[src/rtl/mhs_pkg.sv]
package mhs_pkg;

    localparam int MODEM_W = 4;

    // line index inside every modem vector
    localparam int IDX_CTS = 0;
    localparam int IDX_DSR = 1;
    localparam int IDX_RI  = 2;
    localparam int IDX_DCD = 3;

    typedef enum logic {
        SEL_CTRL = 1'b0,
        SEL_STAT = 1'b1
    } reg_sel_e;

    typedef struct packed {
        logic rts;
        logic dtr;
    } ctrl_t;

    localparam int CTRL_W = $bits(ctrl_t);

    typedef struct packed {
        logic [MODEM_W-1:0] delta;
        logic [MODEM_W-1:0] prev;
    } stat_t;

endpackage

[src/rtl/mhs_sync.sv]
module mhs_sync #(
    parameter int WIDTH  = 4,
    parameter int STAGES = 2
) (
    input  logic             clk,
    input  logic             rst_n,
    input  logic [WIDTH-1:0] async_in,
    output logic [WIDTH-1:0] sync_out
);

    localparam int LAST = STAGES - 1;

    logic [WIDTH-1:0] stg_d [STAGES];
    logic [WIDTH-1:0] stg_q [STAGES];

    always_comb begin
        stg_d[0] = async_in;
        for (int i = 1; i < STAGES; i++) begin
            stg_d[i] = stg_q[i-1];
        end
    end

    // pins idle high, so the chain resets to ones
    always_ff @(posedge clk or negedge rst_n) begin
        if (!rst_n) begin
            for (int i = 0; i < STAGES; i++) begin
                stg_q[i] <= '1;
            end
        end else begin
            for (int i = 0; i < STAGES; i++) begin
                stg_q[i] <= stg_d[i];
            end
        end
    end

    assign sync_out = stg_q[LAST];

endmodule

[src/rtl/mhs_ctrl.sv]
module mhs_ctrl
    import mhs_pkg::*;
(
    input  logic              clk,
    input  logic              rst_n,
    input  logic              wr_ctrl,
    input  logic [CTRL_W-1:0] wbits,
    output ctrl_t             ctrl
);

    ctrl_t ctrl_d, ctrl_q;

    always_comb begin
        ctrl_d = ctrl_q;
        if (wr_ctrl) begin
            ctrl_d = ctrl_t'(wbits);
        end
    end

    always_ff @(posedge clk or negedge rst_n) begin
        if (!rst_n) begin
            ctrl_q <= '0;
        end else begin
            ctrl_q <= ctrl_d;
        end
    end

    assign ctrl = ctrl_q;

endmodule

[src/rtl/mhs_status.sv]
module mhs_status
    import mhs_pkg::*;
(
    input  logic               clk,
    input  logic               rst_n,
    input  logic [MODEM_W-1:0] line_n,
    input  logic               rd_clr,
    output logic [MODEM_W-1:0] delta
);

    stat_t              st_d, st_q;
    logic [MODEM_W-1:0] chg;

    always_comb begin
        chg          = line_n ^ st_q.prev;
        // ring flags only its trailing edge: pin low -> high
        chg[IDX_RI]  = line_n[IDX_RI] & ~st_q.prev[IDX_RI];
        st_d.prev    = line_n;
        st_d.delta   = (rd_clr ? '0 : st_q.delta) | chg;
    end

    always_ff @(posedge clk or negedge rst_n) begin
        if (!rst_n) begin
            st_q.prev  <= '1;
            st_q.delta <= '0;
        end else begin
            st_q <= st_d;
        end
    end

    assign delta = st_q.delta;

    // ring flag rises only after a synchronized low -> high step
    p_ri_trail_r7: assert property (@(posedge clk) disable iff (!rst_n)
        $rose(delta[IDX_RI]) |-> ($past(line_n[IDX_RI]) && !$past(line_n[IDX_RI], 2)));

    // a read with no new change leaves every flag clear
    p_read_clear_r8: assert property (@(posedge clk) disable iff (!rst_n)
        (rd_clr && $stable(line_n)) |=> (delta == '0));

    // without a read, no set flag is lost
    p_flag_hold_r9: assert property (@(posedge clk) disable iff (!rst_n)
        !rd_clr |=> ((delta & $past(delta)) == $past(delta)));

endmodule

[src/rtl/modem_hs_regs.sv]
module modem_hs_regs
    import mhs_pkg::*;
#(
    parameter int SYNC_STAGES = 2
) (
    input  logic       clk,
    input  logic       rst_n,
    input  logic       addr,
    input  logic       wr_en,
    input  logic       rd_en,
    input  logic [7:0] wdata,
    output logic [7:0] rdata,
    input  logic       msi_en,
    input  logic       cts_n,
    input  logic       dsr_n,
    input  logic       ri_n,
    input  logic       dcd_n,
    output logic       dtr_n,
    output logic       rts_n,
    output logic       irq
);

    localparam int PAD_W = 8 - CTRL_W;

    logic [MODEM_W-1:0] pins_n;
    logic [MODEM_W-1:0] sync_n;
    logic [MODEM_W-1:0] delta;
    ctrl_t              ctrl;
    logic               wr_ctrl;
    logic               rd_clr;
    logic               unused_wbits;

    assign pins_n[IDX_CTS] = cts_n;
    assign pins_n[IDX_DSR] = dsr_n;
    assign pins_n[IDX_RI]  = ri_n;
    assign pins_n[IDX_DCD] = dcd_n;

    assign wr_ctrl      = wr_en && (reg_sel_e'(addr) == SEL_CTRL);
    assign rd_clr       = rd_en && (reg_sel_e'(addr) == SEL_STAT);
    assign unused_wbits = ^wdata[7:CTRL_W];

    mhs_sync #(
        .WIDTH  (MODEM_W),
        .STAGES (SYNC_STAGES)
    ) i_sync (
        .clk      (clk),
        .rst_n    (rst_n),
        .async_in (pins_n),
        .sync_out (sync_n)
    );

    mhs_ctrl i_ctrl (
        .clk     (clk),
        .rst_n   (rst_n),
        .wr_ctrl (wr_ctrl),
        .wbits   (wdata[CTRL_W-1:0]),
        .ctrl    (ctrl)
    );

    mhs_status i_status (
        .clk    (clk),
        .rst_n  (rst_n),
        .line_n (sync_n),
        .rd_clr (rd_clr),
        .delta  (delta)
    );

    always_comb begin
        case (reg_sel_e'(addr))
            SEL_CTRL: rdata = {{PAD_W{1'b0}}, ctrl};
            default:  rdata = {~sync_n, delta};
        endcase
    end

    assign dtr_n = ~ctrl.dtr;
    assign rts_n = ~ctrl.rts;
    assign irq   = msi_en && (|delta);

    // DTR pin is the inverse of the written control bit 0
    p_dtr_write_r3: assert property (@(posedge clk) disable iff (!rst_n)
        (wr_en && !addr) |=> (dtr_n == !$past(wdata[0])));

    // RTS pin is the inverse of the written control bit 1
    p_rts_write_r4: assert property (@(posedge clk) disable iff (!rst_n)
        (wr_en && !addr) |=> (rts_n == !$past(wdata[1])));

    // a status-address write leaves the control pins alone
    p_stat_write_r11: assert property (@(posedge clk) disable iff (!rst_n)
        (wr_en && addr) |=> ($stable(dtr_n) && $stable(rts_n)));

    // the request drops only through disable or a status read
    p_irq_drop_r10: assert property (@(posedge clk) disable iff (!rst_n)
        $fell(irq) |-> (!msi_en || $past(rd_en && addr)));

endmodule

[config.mk]
export PLATFORM = sky130hd
export DESIGN_NAME = modem_hs_regs
export DESIGN_NICKNAME = d
export VERILOG_FILES = /design/src/rtl/mhs_pkg.sv /design/src/rtl/mhs_sync.sv /design/src/rtl/mhs_ctrl.sv /design/src/rtl/mhs_status.sv /design/src/rtl/modem_hs_regs.sv
export SDC_FILE = /design/constraint.sdc
export NUM_CORES = 1
export LEC_CHECK = 0
export ABC_AREA = 0
export CAP_MARGIN = 40
export CORE_ASPECT_RATIO = 1.5
export CORE_MARGIN = 10
export CORE_UTILIZATION = 35
export DETAILED_ROUTE_END_ITERATION = 12
export PLACE_DENSITY_LB_ADDON = 0.12
export SYNTH_ARGS = -nofsm -noshare
export SYNTH_HDL_FRONTEND = slang
export SYNTH_HIERARCHICAL = 1
export SYNTH_SLANG_ARGS = --single-unit
[constraint.sdc]
create_clock -name clk -period 0.95 [get_ports clk]
set_input_delay 0.19 -clock clk [delete_from_list [all_inputs] [get_ports clk]]
set_output_delay 0.19 -clock clk [all_outputs]
set_load 0.01 [all_outputs]
==> impl_metrics.ini <==
[placement]
placed_area_um2 = 982
gp_congestion = 0.686
io_buffers = 22
hpwl_um = 961
place_inst = 97

[worst_setup_path]
cp.required_ps = 760
cp_slowest_cell = o41a_1
reg2reg_slack_ps = 30
arrival_ps = 1220
rr_startpoint = i_sync/sync_out[1]
slowest_delay_ps = 410
cp_max_fo = 2
worstReg2RegEnd = i_status/delta[1]
worstRegToRegCells = 3
path_cells = o41a_1 > buf_2
start_kind = flop
end_kind = output port
crit_type = flop to output port

[finish]
nets = 101
multi_input_area_um2 = 188
postLayoutCoreUtil_pct = 56.5
final_cells = 103
regArea_um2 = 465
drive_gt1_share_pct = 58.5
post-route-cell-area_um2 = 1050
antenna_cells = 0
n_fill_cell = 157
area_growth_pct = 50.3

[cts]
cts.clk_slew.worst_paths_ps = 90
cts_tree = done
cts_root_buf = clkbuf_4
clk_latency_ps = 290
clock_path_buffers = 2
cts_sinks = 18
cts_max_level = 1
cts_buffers = 3
cts_hold_buf = 0

[pwr]
p_int_mw = 1.24
power_density_nw_per_um2 = 1540
p_comb_share_pct = 22.2
p_leak_nw = 0.492
swShare_pct = 22.7
p_switching_uw = 366
peakVddDrop_v = 0.00112
pwr-share-seq_pct = 54.6
clkPwrFrac_pct = 23.2
power_mw = 1.61

[synth]
avgSynthCellArea_um2 = 13.9
synthArstFlopShare_pct = 100
syn_inst = 50
yosysSeqAreaShare_pct = 66.8
yosysTopAreaCellShare_pct = 45.2
yosysMostFrequentCell = dfstp_2
yosys-top-cells-count = dfstp_2, inv_1, dfrtp_1
synth_top_area_cell = dfstp_2
synth_cell_types = 15
synth_area_leaders = dfstp_2, dfrtp_1, buf_4
yosys_warnings = 6
synth_edf_count = 0
syn_area_um2 = 697
synth_seq_cells = 18
synth_nets = 68
synth-main-ff-cell = dfstp_2

[routing]
vias = 444
detail_route.first_pass.iterations = 4
vias_per_cell = 4.31
drc = 0
drt_iter0_drc = 9
wl_per_cell_um = 12.2
drt_wl_total_mm = 1.26
antenna_left = 0

[sta]
worst_slack_ps = -462
fin_tns_setup_ps = -3160
fin_crit_ps = 1410
rsz0062_at_grt = yes
tightest_slew_ps = 210
finalCritPeriodShare_pct = 149
maxSlewHeadroom_pct = 86.0
max_freq_ghz = 0.708
setup_viol = 11
finalClockSkew_ps = 6.00
hold_viol = 0
drv_slew = 0

[min_path]
hold_class = input port to asynchronous set/reset pin

[floorplanning]
die_area_um2 = 4210
core_area_um2 = 1850
io_pins = 29
placementRows = 19
die_w_um = 56.4
die_h_um = 74.7
initial_utilization_pct = 37.6

[global_route]
grt_use_total_pct = 6.06
grt_pass1_wl_mm = 2.05
antenna_found_initial = 0
grt_max_degree = 19
grt_pass1_vias = 469
overflow = 0

[job]
drv_cap = 0

[outcome]
status = finished, violations left
violations = setup timing
==> critical path: cells and delay by family (launching register included) <==
family / cells / cell delay (ps)
AO/OA/AOI/OAI: 1 / 410
flip-flops: 1 / 380
buffers and inverters: 1 / 140
==> layer usage <==
| metal | global-route usage [%] | wire, um | up-vias |
|---|---|---|---|
| met2 | 9.54 | 586 | 21 |
| met1 | 6.10 | 504 | 202 |
| li1 | - | - | 219 |
| met5 | 0 | 0 | - |
| met3 | 3.37 | 148 | 2 |
| met4 | 4.02 | 22 | 0 |
==> worst max path at each step <==
stage	start	to	slack [ps]	depth (start not counted)
floorplan	i_status/delta[3]	irq	-160	2
global placement	addr	rdata[1]	-910	3
detailed placement	addr	rdata[0]	-920	3
CTS	i_status/delta[3]	irq	-480	2
global route	i_status/delta[3]	irq	-530	2
finish	i_status/delta[3]	irq	-460	2
==> layout make-up <==
class	count	area share, %
sequential	18	44.4
inverter	7	2.51
tap	21	2.51
timing repair buffer	33	30.1
multi-input combinational	20	17.9
clock buffer	4	2.51
==> flip-flops by register name, summed over array words and instances, names as in the netlist <==
signal,flops
i_status/delta,4
i_status/st_q,4
i_sync/sync_out,4
i_ctrl/ctrl,2
i_sync/stg_d,4
==> through the flow <==
step	setup slack (ps)	hold slack [ps]
6_report	-462	223
3_5_place_dp	-916	348
4_1_cts	-482	211
3_3_place_gp	-909	346
5_1_grt	-530	206
2_1_floorplan	-164	-106
==> logic make-up after synthesis <==
logic type,count (synthesis),share of synthesized area (%)
buffers and inverters,12,9.70
flip-flops,18,66.8
AO/OA/AOI/OAI,5,4.67
AND/OR/NAND/NOR,8,7.54
multiplexers,4,7.54
XOR/XNOR,3,3.77
==> cells in the final DEF (no fill, tap or decap) <==
cell,count
mux2_2,2
clkbuf_4,3
nor2b_1,4
buf_12,1
and2_1,2
clkbuf_1,1
dfstp_2,12
o41a_1,1
xnor2_2,3
buf_6,11
inv_2,2
dfrtp_1,6
o21ai_1,3
and2_4,1
clkdlybuf4s15_2,1
clkdlybuf4s50_1,10
buf_2,6
inv_1,5
and2b_1,1
mux2_4,2
buf_4,4
o22ai_1,1
==> power groups by stage <==
| stage | registers [mW] | clock network (mW) | logic, mW |
|---|---|---|---|
| 3_3_place_gp | 0.883 | 0 | 0.327 |
| 3_5_place_dp | 0.885 | 0 | 0.328 |
| 4_1_cts | 0.874 | 0.404 | 0.348 |
| 6_report | 0.877 | 0.373 | 0.357 |
| 2_1_floorplan | 0.880 | 0 | 0.142 |
| 5_1_grt | 0.882 | 0.437 | 0.390 |
==> what timing repair did <==
item,4_1_cts,5_1_grt
buffers inserted,1,2
endpoints found under the setup margin,17,14
gates resized for setup,58,7
No activity file was read; power rests on OpenSTA's default activity.
